`src/rtl/tirq_pkg.sv`:
```
// Shared definitions for the timer interrupt router: configuration word
// layout, pin geometry and helpers. Assumes 32 interrupt pins (5-bit index).
package tirq_pkg;
    localparam int CFG_W   = 16;
    localparam int ROUTE_W = 5;
    localparam int NPINS   = 1 << ROUTE_W;
    localparam int MSG_W   = 64;

    // Writable bits: type(1), enable(2), route(13:9), message enable(14)
    localparam logic [CFG_W-1:0] CFG_WR_MASK = 16'h7E06;

    typedef struct packed {
        logic               msg_cap;   // 15, read-only
        logic               msg_en;    // 14
        logic [ROUTE_W-1:0] route;     // 13:9
        logic [5:0]         rsvd_hi;   // 8:3
        logic               en;        // 2
        logic               level;     // 1
        logic               rsvd_lo;   // 0
    } cfg_t;

    // Accepted pins as a function of the controller's pin count
    function automatic logic [NPINS-1:0] accepted_pins(input int pin_count);
        if (pin_count >= 32)
            return 32'hFF00_0000;
        else if (pin_count >= 20)
            return 32'h0000_000F << (pin_count - 4);
        else
            return '0;
    endfunction

    // Message delivery is active only with both capability and enable
    function automatic logic msg_active(input cfg_t c);
        return c.msg_cap & c.msg_en;
    endfunction

    // Pin actually used for delivery; 0 when message delivery is active
    function automatic logic [ROUTE_W-1:0] eff_pin(input cfg_t c);
        return msg_active(c) ? '0 : c.route;
    endfunction
endpackage

```
`src/rtl/tirq_cfg_filter.sv`:
```
// Sanitises a raw configuration word before it is stored: keeps only the
// writable bits, inserts the fixed capability bit and forces an unaccepted
// routing pin to 0. Purely combinational.
module tirq_cfg_filter
    import tirq_pkg::*;
#(
    parameter logic [NPINS-1:0] ALLOWED = '0,
    parameter bit               CAP     = 1'b0
) (
    input  logic [CFG_W-1:0] raw_i,
    output cfg_t             clean_o
);
    // Mask, insert capability, validate route against the accepted set
    always_comb begin
        cfg_t t;
        t         = cfg_t'(raw_i & CFG_WR_MASK);
        t.msg_cap = CAP;
        if (eff_pin(t) != '0 && !ALLOWED[eff_pin(t)])
            t.route = '0;
        clean_o = t;
    end
endmodule

```
`src/rtl/tirq_chan.sv`:
```
// One timer's interrupt logic: configuration and message registers, the
// level status bit with its latched pin, and the one-cycle pulse and
// message request outputs. A fire is judged against the stored
// configuration; a same-cycle configuration write applies afterwards.
module tirq_chan
    import tirq_pkg::*;
#(
    parameter logic [NPINS-1:0] ALLOWED = '0,
    parameter bit               CAP     = 1'b0
) (
    input  logic               clk,
    input  logic               rst_n,
    input  logic               fire_i,
    input  logic               clr_i,
    input  logic               cfg_wr_i,
    input  logic [CFG_W-1:0]   cfg_data_i,
    input  logic               msg_wr_i,
    input  logic [MSG_W-1:0]   msg_data_i,
    output logic [CFG_W-1:0]   cfg_o,
    output logic [MSG_W-1:0]   msg_o,
    output logic               sts_o,
    output logic [ROUTE_W-1:0] lvl_pin_o,
    output logic               pulse_o,
    output logic [ROUTE_W-1:0] pulse_pin_o,
    output logic               msg_req_o
);
    cfg_t               cfg_q, cfg_new;
    logic [MSG_W-1:0]   msg_q;
    logic               sts_q, sts_mid, sts_d;
    logic [ROUTE_W-1:0] lp_q, lp_mid;
    logic               pulse_q, mreq_q;
    logic [ROUTE_W-1:0] ppin_q;
    logic               accept, pin_route, set_lvl, do_pulse, do_msg, cfg_kill;
    logic [ROUTE_W-1:0] pin_now;

    tirq_cfg_filter #(.ALLOWED(ALLOWED), .CAP(CAP)) u_filter (
        .raw_i   (cfg_data_i),
        .clean_o (cfg_new)
    );

    // Decide what this cycle's fire delivers under the stored configuration
    always_comb begin
        pin_now   = eff_pin(cfg_q);
        accept    = fire_i & cfg_q.en & ~sts_q;
        pin_route = accept & ~msg_active(cfg_q) & (pin_now != '0);
        set_lvl   = pin_route & cfg_q.level;
        do_pulse  = pin_route & ~cfg_q.level;
        do_msg    = accept & msg_active(cfg_q);
    end

    // Next status: software clear, level set, then configuration auto-clear
    always_comb begin
        sts_mid  = (sts_q & ~clr_i) | set_lvl;
        lp_mid   = set_lvl ? pin_now : lp_q;
        cfg_kill = cfg_wr_i & (~cfg_new.en | msg_active(cfg_new) |
                               ~cfg_new.level | (eff_pin(cfg_new) != lp_mid));
        sts_d    = sts_mid & ~cfg_kill;
    end

    // Register state and one-cycle outputs
    always_ff @(posedge clk) begin
        if (!rst_n) begin
            cfg_q   <= '{msg_cap: CAP, default: '0};
            msg_q   <= '0;
            sts_q   <= 1'b0;
            lp_q    <= '0;
            pulse_q <= 1'b0;
            ppin_q  <= '0;
            mreq_q  <= 1'b0;
        end else begin
            if (cfg_wr_i) cfg_q <= cfg_new;
            if (msg_wr_i) msg_q <= msg_data_i;
            sts_q   <= sts_d;
            lp_q    <= lp_mid;
            pulse_q <= do_pulse;
            ppin_q  <= pin_now;
            mreq_q  <= do_msg;
        end
    end

    assign cfg_o       = cfg_q;
    assign msg_o       = msg_q;
    assign sts_o       = sts_q;
    assign lvl_pin_o   = lp_q;
    assign pulse_o     = pulse_q;
    assign pulse_pin_o = ppin_q;
    assign msg_req_o   = mreq_q;
endmodule

```
`src/rtl/tirq_pin_merge.sv`:
```
// Merges per-timer pin requests into per-pin vectors by OR. Assumes a
// request never names pin 0 (channels suppress unrouted deliveries).
module tirq_pin_merge
    import tirq_pkg::*;
#(
    parameter int NUM = 8
) (
    input  logic [NUM-1:0]         lvl_on_i,
    input  logic [NUM*ROUTE_W-1:0] lvl_pin_i,
    input  logic [NUM-1:0]         pulse_on_i,
    input  logic [NUM*ROUTE_W-1:0] pulse_pin_i,
    output logic [NPINS-1:0]       level_o,
    output logic [NPINS-1:0]       pulse_o
);
    // Decode each active request to its pin bit and accumulate
    always_comb begin
        level_o = '0;
        pulse_o = '0;
        for (int t = 0; t < NUM; t++) begin
            if (lvl_on_i[t])
                level_o[lvl_pin_i[t*ROUTE_W +: ROUTE_W]] = 1'b1;
            if (pulse_on_i[t])
                pulse_o[pulse_pin_i[t*ROUTE_W +: ROUTE_W]] = 1'b1;
        end
    end
endmodule

```
`src/rtl/tirq_router.sv`:
```
// Timer interrupt router: one channel per timer, a shared write decode and
// a pin merge. Assumes write indices beyond NUM_TIMERS-1 select nothing.
module tirq_router
    import tirq_pkg::*;
#(
    parameter int                    NUM_TIMERS = 8,
    parameter int                    PIN_COUNT  = 24,
    parameter logic [NUM_TIMERS-1:0] MSG_CAP    = NUM_TIMERS'(15),
    localparam int IDX_W = (NUM_TIMERS > 1) ? $clog2(NUM_TIMERS) : 1
) (
    input  logic                     clk,
    input  logic                     rst_n,
    input  logic [NUM_TIMERS-1:0]    fire_i,
    input  logic [NUM_TIMERS-1:0]    sts_clr_i,
    input  logic                     cfg_wr_i,
    input  logic [IDX_W-1:0]         cfg_idx_i,
    input  logic [15:0]              cfg_data_i,
    input  logic                     msg_wr_i,
    input  logic [IDX_W-1:0]         msg_idx_i,
    input  logic [63:0]              msg_data_i,
    output logic [31:0]              pin_pulse_o,
    output logic [31:0]              pin_level_o,
    output logic [NUM_TIMERS-1:0]    msg_req_o,
    output logic [NUM_TIMERS*32-1:0] msg_addr_o,
    output logic [NUM_TIMERS*32-1:0] msg_data_o,
    output logic [NUM_TIMERS-1:0]    status_o,
    output logic [NUM_TIMERS*16-1:0] cfg_o
);
    localparam logic [NPINS-1:0] ALLOWED = accepted_pins(PIN_COUNT);

    logic [NUM_TIMERS-1:0]         pulse_on;
    logic [NUM_TIMERS*ROUTE_W-1:0] lvl_pin, pulse_pin;

    for (genvar t = 0; t < NUM_TIMERS; t++) begin : g_chan
        logic [MSG_W-1:0] msg_w;

        tirq_chan #(.ALLOWED(ALLOWED), .CAP(MSG_CAP[t])) u_chan (
            .clk         (clk),
            .rst_n       (rst_n),
            .fire_i      (fire_i[t]),
            .clr_i       (sts_clr_i[t]),
            .cfg_wr_i    (cfg_wr_i && cfg_idx_i == IDX_W'(t)),
            .cfg_data_i  (cfg_data_i),
            .msg_wr_i    (msg_wr_i && msg_idx_i == IDX_W'(t)),
            .msg_data_i  (msg_data_i),
            .cfg_o       (cfg_o[t*CFG_W +: CFG_W]),
            .msg_o       (msg_w),
            .sts_o       (status_o[t]),
            .lvl_pin_o   (lvl_pin[t*ROUTE_W +: ROUTE_W]),
            .pulse_o     (pulse_on[t]),
            .pulse_pin_o (pulse_pin[t*ROUTE_W +: ROUTE_W]),
            .msg_req_o   (msg_req_o[t])
        );

        assign msg_addr_o[t*32 +: 32] = msg_w[63:32];
        assign msg_data_o[t*32 +: 32] = msg_w[31:0];
    end

    tirq_pin_merge #(.NUM(NUM_TIMERS)) u_merge (
        .lvl_on_i    (status_o),
        .lvl_pin_i   (lvl_pin),
        .pulse_on_i  (pulse_on),
        .pulse_pin_i (pulse_pin),
        .level_o     (pin_level_o),
        .pulse_o     (pin_pulse_o)
    );
endmodule

```
`config.mk`:
```
export PLATFORM = sky130hd
export DESIGN_NAME = tirq_router
export DESIGN_NICKNAME = d
export VERILOG_FILES = /design/src/rtl/tirq_pkg.sv /design/src/rtl/tirq_cfg_filter.sv /design/src/rtl/tirq_chan.sv /design/src/rtl/tirq_pin_merge.sv /design/src/rtl/tirq_router.sv
export SDC_FILE = /design/constraint.sdc
export NUM_CORES = 2
export LEC_CHECK = 0
export ABC_AREA = 1
export BUFFER_PORTS_ARGS = -buffer_cell sky130_fd_sc_hd__buf_2
export CAP_MARGIN = 20
export CORE_AREA = 5 5 315 317
export DETAILED_ROUTE_END_ITERATION = 16
export DIE_AREA = 0 0 320 322
export REMOVE_ABC_BUFFERS = 1
export SLEW_MARGIN = 0
export SYNTH_ARGS = -nofsm -noshare
export SYNTH_HDL_FRONTEND = slang
export SYNTH_HIERARCHICAL = 1
export SYNTH_SLANG_ARGS = --single-unit
```
`constraint.sdc`:
```
create_clock -name clk -period 2.9 [get_ports clk]
set_input_delay 0.145 -clock clk [delete_from_list [all_inputs] [get_ports clk]]
set_output_delay 0.145 -clock clk [all_outputs]
set_load 0.005 [all_outputs]
```
==> impl_metrics.csv <==
group,metric,value,unit
layout,final_core_util,44.51,%
layout,final_common_cell,"nor2_1",
layout,fin_nets,6055,
worst_hold_path,timing.hold.worst.class,"input port to register",
die,coreArea,95990,um2
timing,setup_viol_count_final,0,
logic_synthesis,yosysSeqAreaShare,43.99,%
worst_hold_path,hp-start,"cfg_data_i[14]",
logic_synthesis,syn-cell-area,33850,um2
cts,cts_resized,0,
global_route,grt_pass1_vias,32618,
timing,rsz0062_at_grt,"false",
cts,cts_buffer_depth,3,
layout,design_area,42730,um2
routing,postRouteAntennaNets,0,
global_route,grt_use_total,26.92,%
timing,tightest_slew,1.017,ns
job,drv_cap,0,
routing,wire_per_inst,20.21,um
timing,holdWs,0.06448,ns
setup_path,cp_max_fo,8,
layout,drive_above_1_share,19.32,%
routing,drcViolationCount,0,
setup_path,worstSetupPathType,"register to output port",
placement,port_buffers,817,
setup_path,crit_required,2.76,ns
timing,max_freq,385.2,MHz
logic_synthesis,ys_seq_elements,744,
logic_synthesis,yosys_warnings,6,
global_route,grt_pass1_wl,214100,um
routing,routed_wl,147300,um
pwr,power_density,557.9,nW/um2
layout,layout-area-overhead-vs-synth,26.21,%
routing,drt-pass1-iter-count,6,
timing,timing_hold_violations_final,0,
setup_path,cp-startpoint,"g_chan[2].u_chan/sts_o",
die,die_area,103000,um2
outcome,status,"complete, no violations",
layout,layout_common_cells,"1576 x nor2_1, 1056 x nand2_1, 816 x buf_2",
die,fp.dieH,322,um
placement,place_congestion,0.9306,
setup_path,worstReg2RegStart,"g_chan[5].u_chan/sts_o",
cts,cts_tree,"yes",
setup_path,start_kind,"register",
placement,place_inst,7055,
global_route,grt_max_degree,68,
die,die_w,320,um
setup_path,crit_path_end_kind,"output port",
cts,path_clk_slew,0.06,ns
die,initial_core_util,35.27,%
logic_synthesis,ys_types,29,
layout,final_cells,7292,
layout,fillCellCount,10009,
pwr,ir_drop,0.4739,mV
global_route,grt_antenna_before_repair,5,
timing,finalClockSkew,0.02475,ns
global_route,grt_overflow_total,0,
routing,drtIter0Drc,3540,
placement,dp_hpwl,107900,um
cts,root_buffer,"clkbuf_16",
cts,htreeDepth,3,
cts,insertion_delay,0.66,ns
timing,slew_headroom,32.22,%
setup_path,cp.arrival,2.45,ns
pwr,p_leak,22.50,nW
logic_synthesis,synth_cells,5141,
timing,finalMaxSlewViolations,0,
timing,fin_crit_sh,89.51,%
cts,clock-sinks,744,
logic_synthesis,synth_edf_count,0,
routing,avgViaCountPerCell,4.955,
die,num_rows,114,
placement,placed_area,38980,um2
logic_synthesis,synthArstFlopShare,0,%
timing,period_minus_slack,2.596,ns
die,ios,826,
logic_synthesis,syn_area_per_cell,6.585,um2
cts,cts_buffers,83,
routing,dr_total_vias,36135,
logic_synthesis,synthFlopType,"dfxtp_1",
[worst max-delay path, cell delays in order, from the launching register on]
cell and delay [ns]:
dfxtp_1 0.45, nand2_1 0.10, nor2_1 0.60, nand2_1 0.11, nand2_1 0.12, nor2_1 0.08, nand2_1 0.17, buf_2 0.15
[worst paths after layout]
kind                                 to  slack (ns)  depth (start not counted)
max                     pin_level_o[20]        0.30                          7
min          g_chan[2].u_chan/cfg_o[14]        0.06                          3
max reg2reg      g_chan[5].u_chan/sts_o        1.01                          8
min reg2reg   g_chan[0].u_chan/cfg_o[8]        0.49                          2
[cells by family (layout without fill, tap and decap cells)]
kind of cell / after synthesis / count (layout) / synth area share [%]
buf+inv: 622 / 1439 / 8.005
compound gates: 812 / 812 / 12.23
other cells: 12 / 70 / 0.1330
flops: 744 / 744 / 43.99
simple gates: 2951 / 2951 / 35.64
[synthesized netlist by cell type (8+ instances only)]
cell type	instances	area [um2]
nor2_1	1586	5953
nand2_1	1056	3964
dfxtp_1	744	14890
o21ai_0	684	3423
inv_1	292	1096
clkbuf_1	188	705.7
nand3_1	114	570.6
a21oi_1	108	540.5
buf_4	96	720.7
nand4_1	56	350.3
nand2_2	36	225.2
nor3_1	32	160.2
inv_2	18	67.56
clkinv_1	16	60.06
nand3_4	16	280.3
o21ai_2	16	140.1
nor2_2	14	87.58
conb_1	12	45.04
and3_1	8	50.05
nand2_4	8	90.09
nand3_2	8	80.08
nor2_8	8	160.2
[flip-flops by register name, summed over array words and instances (netlist names)]
| signal | count |
|---|---|
| g_chan.u_chan/sts_o | 8 |
| g_chan.u_chan/pulse_o | 8 |
| g_chan.u_chan/lvl_pin_o | 40 |
| g_chan.u_chan/msg_req_o | 8 |
| g_chan.u_chan/msg_o | 512 |
| g_chan.u_chan/cfg_o | 128 |
| g_chan.u_chan/pulse_pin_o | 40 |
[routing by layer]
| metal | GRT usage (%) | part of all wire, % | vias to the layer above |
|---|---|---|---|
| li1 | - | - | 17678 |
| met1 | 35.03 | 42 | 16738 |
| met2 | 43.54 | 46 | 1434 |
| met3 | 5.856 | 7.8 | 283 |
| met4 | 11.08 | 4.5 | 2 |
| met5 | 0 | 0.0061 | - |
[layout make-up]
type | instances | area [um2] | share of cell area, %
timing repair buffer | 959 | 5565 | 13.03
tap | 1276 | 1597 | 3.737
multi-input combinational | 3831 | 16530 | 38.68
clock inverter | 36 | 518.0 | 1.212
clock buffer | 114 | 2374 | 5.555
inverter | 330 | 1249 | 2.922
antenna | 2 | 5.005 | 0.01171
sequential | 744 | 14890 | 34.86
[power breakdown]
| group | internal [mW] | switching [mW] |
|---|---|---|
| Combinational | 0.647 | 1.32 |
| Sequential | 10.5 | 0.197 |
| Clock | 6.51 | 4.62 |
[per-stage QoR]
stage | setup TNS (ns) | setup slack, ns | total power [mW]
finish | 0 | 0.3042 | 23.84
global route | 0 | 0.1278 | 24.71
CTS | 0 | 0.2948 | 24.02
detailed placement | 0 | 0.9416 | 12.81
global placement | 0 | 0.6807 | 12.79
floorplan | -53.63 | -0.1232 | 11.65
[repair_timing]
action | CTS | global route
hold buffers | 85 | 0
setup buffers | 0 | 0
hold endpoints to repair | 600 | 0
(Power assumes the default switching activity.)
